`src/rtl/pmul_pkg.sv`:
```
package pmul_pkg;

    parameter int WORD_W     = 64;
    parameter int BYTE_W     = 8;
    parameter int LANE_W     = 16;
    parameter int WIDE_W     = 32;

    localparam int NLANE      = WORD_W / LANE_W;
    localparam int WIDE_LANES = WORD_W / WIDE_W;
    localparam int MCAND_W    = BYTE_W + 1;
    localparam int PROD_W     = MCAND_W + LANE_W;
    localparam int RND_BIT    = BYTE_W - 1;

    typedef enum logic [2:0] {
        OP_DIRECT   = 3'd0,
        OP_BCAST_HI = 3'd1,
        OP_BCAST_LO = 3'd2,
        OP_PAIR_SHI = 3'd3,
        OP_PAIR_ULO = 3'd4,
        OP_WIDE_SHI = 3'd5,
        OP_WIDE_ULO = 3'd6,
        OP_NONE     = 3'd7
    } pmul_op_e;

    typedef struct packed {
        logic signed [MCAND_W-1:0] mcand;
        logic signed [LANE_W-1:0]  mplier;
    } lane_in_t;

    typedef logic signed [PROD_W-1:0] prod_t;

    function automatic logic op_is_wide(input pmul_op_e op);
        return (op == OP_WIDE_SHI) || (op == OP_WIDE_ULO);
    endfunction

    function automatic logic op_is_narrow(input pmul_op_e op);
        return (op == OP_DIRECT)   || (op == OP_BCAST_HI) ||
               (op == OP_BCAST_LO) || (op == OP_PAIR_SHI) ||
               (op == OP_PAIR_ULO);
    endfunction

    function automatic logic [WIDE_W-1:0] round_full(input prod_t p);
        logic [WIDE_W-1:0] ext;
        logic [WIDE_W-1:0] bump;
        ext  = {{(WIDE_W-PROD_W){p[PROD_W-1]}}, p};
        bump = p[RND_BIT] ? (WIDE_W'(1) << BYTE_W) : '0;
        return ext + bump;
    endfunction

    function automatic logic [LANE_W-1:0] round_narrow(input prod_t p);
        logic [WIDE_W-1:0] full;
        full = round_full(p);
        return full[BYTE_W +: LANE_W];
    endfunction

endpackage

```
`src/rtl/pmul_lane_select.sv`:
```
module pmul_lane_select
    import pmul_pkg::*;
(
    input  pmul_op_e                op,
    input  logic [WORD_W-1:0]       opa,
    input  logic [WORD_W-1:0]       opb,
    output lane_in_t [NLANE-1:0]    sel
);

    for (genvar r = 0; r < NLANE; r++) begin : g_sel
        localparam int BYTE_LO = r * BYTE_W;
        localparam int HALF_LO = r * LANE_W;
        localparam int HALF_HI = r * LANE_W + BYTE_W;

        logic [BYTE_W-1:0] byte_direct;
        logic [BYTE_W-1:0] byte_upper;
        logic [BYTE_W-1:0] byte_lower;
        logic [LANE_W-1:0] own_lane;

        assign byte_direct = opa[BYTE_LO +: BYTE_W];
        assign byte_upper  = opa[HALF_HI +: BYTE_W];
        assign byte_lower  = opa[HALF_LO +: BYTE_W];
        assign own_lane    = opb[HALF_LO +: LANE_W];

        always_comb begin
            sel[r] = '0;
            case (op)
                OP_DIRECT: begin
                    sel[r].mcand  = {1'b0, byte_direct};
                    sel[r].mplier = own_lane;
                end
                OP_BCAST_HI: begin
                    sel[r].mcand  = {1'b0, byte_direct};
                    sel[r].mplier = opb[LANE_W +: LANE_W];
                end
                OP_BCAST_LO: begin
                    sel[r].mcand  = {1'b0, byte_direct};
                    sel[r].mplier = opb[0 +: LANE_W];
                end
                OP_PAIR_SHI, OP_WIDE_SHI: begin
                    sel[r].mcand  = {byte_upper[BYTE_W-1], byte_upper};
                    sel[r].mplier = own_lane;
                end
                OP_PAIR_ULO, OP_WIDE_ULO: begin
                    sel[r].mcand  = {1'b0, byte_lower};
                    sel[r].mplier = own_lane;
                end
                default: sel[r] = '0;
            endcase
        end
    end

endmodule

```
`src/rtl/pmul_lane_mult.sv`:
```
module pmul_lane_mult
    import pmul_pkg::*;
(
    input  lane_in_t  lane_in,
    output prod_t     prod
);

    logic signed [MCAND_W-1:0] a_s;
    logic signed [LANE_W-1:0]  b_s;

    assign a_s  = lane_in.mcand;
    assign b_s  = lane_in.mplier;
    assign prod = a_s * b_s;

endmodule

```
`src/rtl/pmul_result_place.sv`:
```
module pmul_result_place
    import pmul_pkg::*;
(
    input  pmul_op_e               op,
    input  prod_t [NLANE-1:0]      prods,
    output logic [WORD_W-1:0]      placed
);

    logic [NLANE-1:0][LANE_W-1:0]      narrow;
    logic [WIDE_LANES-1:0][WIDE_W-1:0] wide;

    for (genvar r = 0; r < NLANE; r++) begin : g_narrow
        assign narrow[r] = round_narrow(prods[r]);
    end

    for (genvar r = 0; r < WIDE_LANES; r++) begin : g_wide
        assign wide[r] = round_full(prods[r]);
    end

    always_comb begin
        placed = '0;
        if (op_is_narrow(op)) begin
            for (int r = 0; r < NLANE; r++) begin
                placed[r*LANE_W +: LANE_W] = narrow[r];
            end
        end else if (op_is_wide(op)) begin
            for (int r = 0; r < WIDE_LANES; r++) begin
                placed[r*WIDE_W +: WIDE_W] = wide[r];
            end
        end
    end

endmodule

```
`src/rtl/pmul8x16_unit.sv`:
```
module pmul8x16_unit
    import pmul_pkg::*;
(
    input  logic              clk,
    input  logic              rst,
    input  logic              in_valid,
    input  logic [2:0]        op_code,
    input  logic [WORD_W-1:0] src_a,
    input  logic [WORD_W-1:0] src_b,
    output logic              out_valid,
    output logic [WORD_W-1:0] result
);

    pmul_op_e               op;
    lane_in_t [NLANE-1:0]   lanes;
    prod_t    [NLANE-1:0]   prods;
    logic [WORD_W-1:0]      placed;

    assign op = pmul_op_e'(op_code);

    pmul_lane_select u_select (
        .op  (op),
        .opa (src_a),
        .opb (src_b),
        .sel (lanes)
    );

    for (genvar r = 0; r < NLANE; r++) begin : g_lane
        pmul_lane_mult u_mult (
            .lane_in (lanes[r]),
            .prod    (prods[r])
        );
    end

    pmul_result_place u_place (
        .op     (op),
        .prods  (prods),
        .placed (placed)
    );

    always_ff @(posedge clk) begin
        if (rst) begin
            out_valid <= 1'b0;
            result    <= '0;
        end else begin
            out_valid <= in_valid;
            if (in_valid) begin
                result <= placed;
            end
        end
    end

endmodule

```
`config.mk`:
```
export PLATFORM = sky130hd
export DESIGN_NAME = pmul8x16_unit
export DESIGN_NICKNAME = d
export VERILOG_FILES = /design/src/rtl/pmul_pkg.sv /design/src/rtl/pmul_lane_select.sv /design/src/rtl/pmul_lane_mult.sv /design/src/rtl/pmul_result_place.sv /design/src/rtl/pmul8x16_unit.sv
export SDC_FILE = /design/constraint.sdc
export NUM_CORES = 2
export LEC_CHECK = 0
export BUFFER_PORTS_ARGS = -buffer_cell sky130_fd_sc_hd__buf_2
export CAP_MARGIN = 30
export CORE_ASPECT_RATIO = 1.2
export CORE_MARGIN = 4
export CORE_UTILIZATION = 56
export CTS_BUF_LIST = sky130_fd_sc_hd__clkbuf_2 sky130_fd_sc_hd__clkbuf_4 sky130_fd_sc_hd__clkbuf_8
export CTS_CLUSTER_DIAMETER = 100
export DETAILED_ROUTE_END_ITERATION = 6
export HOLD_SLACK_MARGIN = 0.03
export PLACE_DENSITY_LB_ADDON = 0.25
export SLEW_MARGIN = 20
export SYNTH_ARGS = -nofsm -noshare
export SYNTH_HDL_FRONTEND = slang
export SYNTH_SLANG_ARGS = --single-unit
```
`constraint.sdc`:
```
create_clock -name clk -period 17.75 [get_ports clk]
set_input_delay 0.8875 -clock clk [delete_from_list [all_inputs] [get_ports clk]]
set_output_delay 0.8875 -clock clk [all_outputs]
set_load 0.03 [all_outputs]
```
==> run_results.csv <==
group,metric,value,unit
outcome,status,"complete, but fails checks",
outcome,violations,"design-rule violations",
logic_synthesis,yosysWarnings,0,
grt,grt_pass1_wl,137500,µm
logic_synthesis,synthesis.nets,4000,
logic_synthesis,ys_ff_latch,65,
setup_path,r2r_start,"result[61]$_SDFFE_PP0P_",
floorplan,rows,85,
logic_synthesis,synthDistinctLibCells,93,
cts,htree_num_levels,3,
logic_synthesis,syn_area,25790,µm²
floorplan,die_w,203.9,µm
route,vias,24061,
cts,ctsLongestPathBuffers,2,
logic_synthesis,synth_top_family_by_area,"adder cells",
logic_synthesis,synth_xor_area_frac,0.04284,
timing,hold_slack,0.4887,ns
route,route.detailed.drc,1,
job,max_cap_viol_count,0,
setup_path,r2r_slack,16.65,ns
route,first_iter_violations,2381,
place,hpwl,74710,µm
logic_synthesis,synth_simple_gate_area_frac,0.2062,
logic_synthesis,synth_compound_area_frac,0.1417,
worst_hold_path,hold_path_end,"result[32]$_SDFFE_PP0P_",
route,wl,88000,µm
floorplan,io_pins,199,
cts,clk_pin_slew,0.09,ns
cts,clkLatencyLatePin,0.36,ns
floorplan,die_area,49570,µm²
timing,rsz0062_at_grt,"false",
logic_synthesis,seq_area_frac_synth,0.05045,
timing,slew_headroom,0.3636,
timing,worstMarginPinSlew,0.9281,ns
place,gp_congestion,1.009,
timing,setup_viol,0,
timing,hold_violations,0,
route,drtPass1Iterations,7,
layout,drive_gt1_frac,0.09550,
timing,maxSlewViolCount,0,
worst_hold_path,holdCritPathClass,"register to register",
worst_hold_path,min-delay-start,"result[32]$_SDFFE_PP0P_",
grt,antenna_found_initial,10,
setup_path,critPathCaptureType,"register",
cts,numCtsBuffers,9,
layout,area_growth,7.170,%
logic_synthesis,synth_mux_area_frac,0.009266,
setup_path,crit_arrival,9.66,ns
cts,cts_hold_buf,0,
logic_synthesis,synth_edf_count,0,
setup_path,regToRegEndpoint,"result[61]$_SDFFE_PP0P_",
place,portBuffers,198,
route,via_per_inst,6.096,
grt,grt.total_usage,0.3550,
worst_hold_path,holdPathStages,2,
grt,globalRoute.totalOverflow,0,
setup_path,worst-endpoint-required,17.97,ns
layout,final_cell_mix,"inv_1, fa_1, nor2_1",
floorplan,die_h,243.1,µm
timing,fmax,106.0,MHz
floorplan,initial_utilization,0.5706,
setup_path,startpoint_type,"input port",
logic_synthesis,synthAdderAreaFrac,0.4607,
cts,cts.sinks,65,
logic_synthesis,synth_area_per_cell,8.065,µm²
cts,post_cts_buffers,0,
cts,cts_resized,0,
layout,final_common_cell,"inv_1",
timing,fin_crit,9.434,ns
logic_synthesis,async_reset_ff_frac,0,
layout,final_nets,4127,
place,dp_slack,7.842,ns
setup_path,criticalPathCategory,"input port to register",
layout,fillers,4215,
timing,setup_slack,8.316,ns
timing,fin_crit_sh,0.5315,
grt,grt_max_degree,69,
grt,grt_pass1_vias,24754,
timing,tns,0,ns
setup_path,reg2reg_depth,4,
floorplan,core,45200,µm²
logic_synthesis,synthFlopType,"dfxtp_1",
cts,cts_tree,"yes",
logic_synthesis,synth_cells,3198,
route,wl_per_cell,22.29,µm
timing,finClkSkew,0,ns
setup_path,crit_fanout,41,
route,detail-route-antenna-nets,0,
cts,clockRootBuffer,"clkbuf_8",
[routing by layer]
layer | global-route usage | wire (µm) | vias to the layer above | part of all wire
li1 | - | - | 10669 | -
met1 | 0.4330 | 32240 | 12043 | 0.37
met2 | 0.6129 | 42860 | 1092 | 0.49
met3 | 0.05433 | 7193 | 253 | 0.082
met4 | 0.1734 | 5670 | 4 | 0.064
met5 | 0 | 26 | - | 0.00030
[stage by stage]
stage / std cells / instance area [µm²] / utilization
global route: 3946 / 27640 / 0.6115
finish: 3947 / 27640 / 0.6115
floorplan: 3198 / 25790 / -
CTS: 3935 / 27590 / 0.6105
detailed placement: 3919 / 27390 / 0.6060
global placement: 3917 / 27370 / 0.6055
[cell usage after synthesis (all sizes together), types with 20 or more instances]
cell type | count | area (µm²)
inv | 477 | 1790
fa | 468 | 9369
nor2 | 442 | 1659
nand2 | 385 | 1448
ha | 200 | 2502
a21oi | 133 | 665.6
clkbuf | 107 | 401.6
xnor2 | 89 | 779.5
nor3 | 78 | 390.4
o21ai | 78 | 390.4
dfxtp | 65 | 1301
nand2b | 61 | 381.6
a21o | 50 | 375.4
a22oi | 47 | 352.8
a211oi | 41 | 307.8
xor2 | 35 | 325.3
nand3 | 33 | 170.2
and2 | 29 | 181.4
and3 | 28 | 175.2
o21a | 24 | 180.2
or2 | 24 | 150.1
nor4 | 20 | 146.4
[flip-flops by register name (all words and copies together), names as in the netlist]
name,count
result,64
out_valid,1
[critical path, cell delays in order]
cell      delay [ns]
buf_2           0.08
buf_4           0.45
xor2_1          0.33
and2_1          0.68
a22oi_1         0.36
nand2_1         0.60
nand2_1         0.18
fa_1            0.56
inv_1           0.05
fa_1            0.51
inv_1           0.07
fa_1            0.54
inv_1           0.05
fa_1            0.43
ha_1            0.30
ha_1            0.32
nor2b_1         0.14
o21ai_0         0.22
a21boi_0        0.19
o21a_1          0.23
o21ai_1         0.49
mux2i_1         0.19
a21bo_2         0.25
nor4_1          0.66
a31oi_1         0.21
nor2_1          0.50
a211oi_1        0.16
[cell type report]
class	instances	area (µm²)	share of cell area
Multi-Input combinational cell	2530	22240	0.8047
Clock inverter	7	78.83	0.002852
Antenna cell	8	20.02	0.0007243
Timing Repair Buffer	242	1323	0.04785
Sequential cell	65	1301	0.04708
Inverter	477	1790	0.06478
Clock buffer	9	123.9	0.004481
Tap cell	609	762.0	0.02757
[kinds of logic after synthesis]
family,Yosys count
and+or+nand+nor,1182
adders and majority gates,669
buffers and inverters,603
AOI/OAI and AO/OA,532
xor gates and xnor gates,124
DFF,65
muxes,23
[how the worst max path moves through the flow]
stage | start | endpoint | slack [ns] | cells after the start
global placement | op_code[2] | result[52]$_SDFFE_PP0P_ | 7.98 | 31
detailed placement | op_code[2] | result[52]$_SDFFE_PP0P_ | 7.84 | 31
finish | op_code[1] | result[60]$_SDFFE_PP0P_ | 8.32 | 27
floorplan | op_code[2] | result[52]$_SDFFE_PP0P_ | 9.34 | 35
global route | op_code[2] | result[52]$_SDFFE_PP0P_ | 7.93 | 32
CTS | op_code[2] | result[52]$_SDFFE_PP0P_ | 8.18 | 31
Power is left out: the tool's default activity adds up to more than one toggle a clock period on the data nets, which glitch-free logic cannot reach.
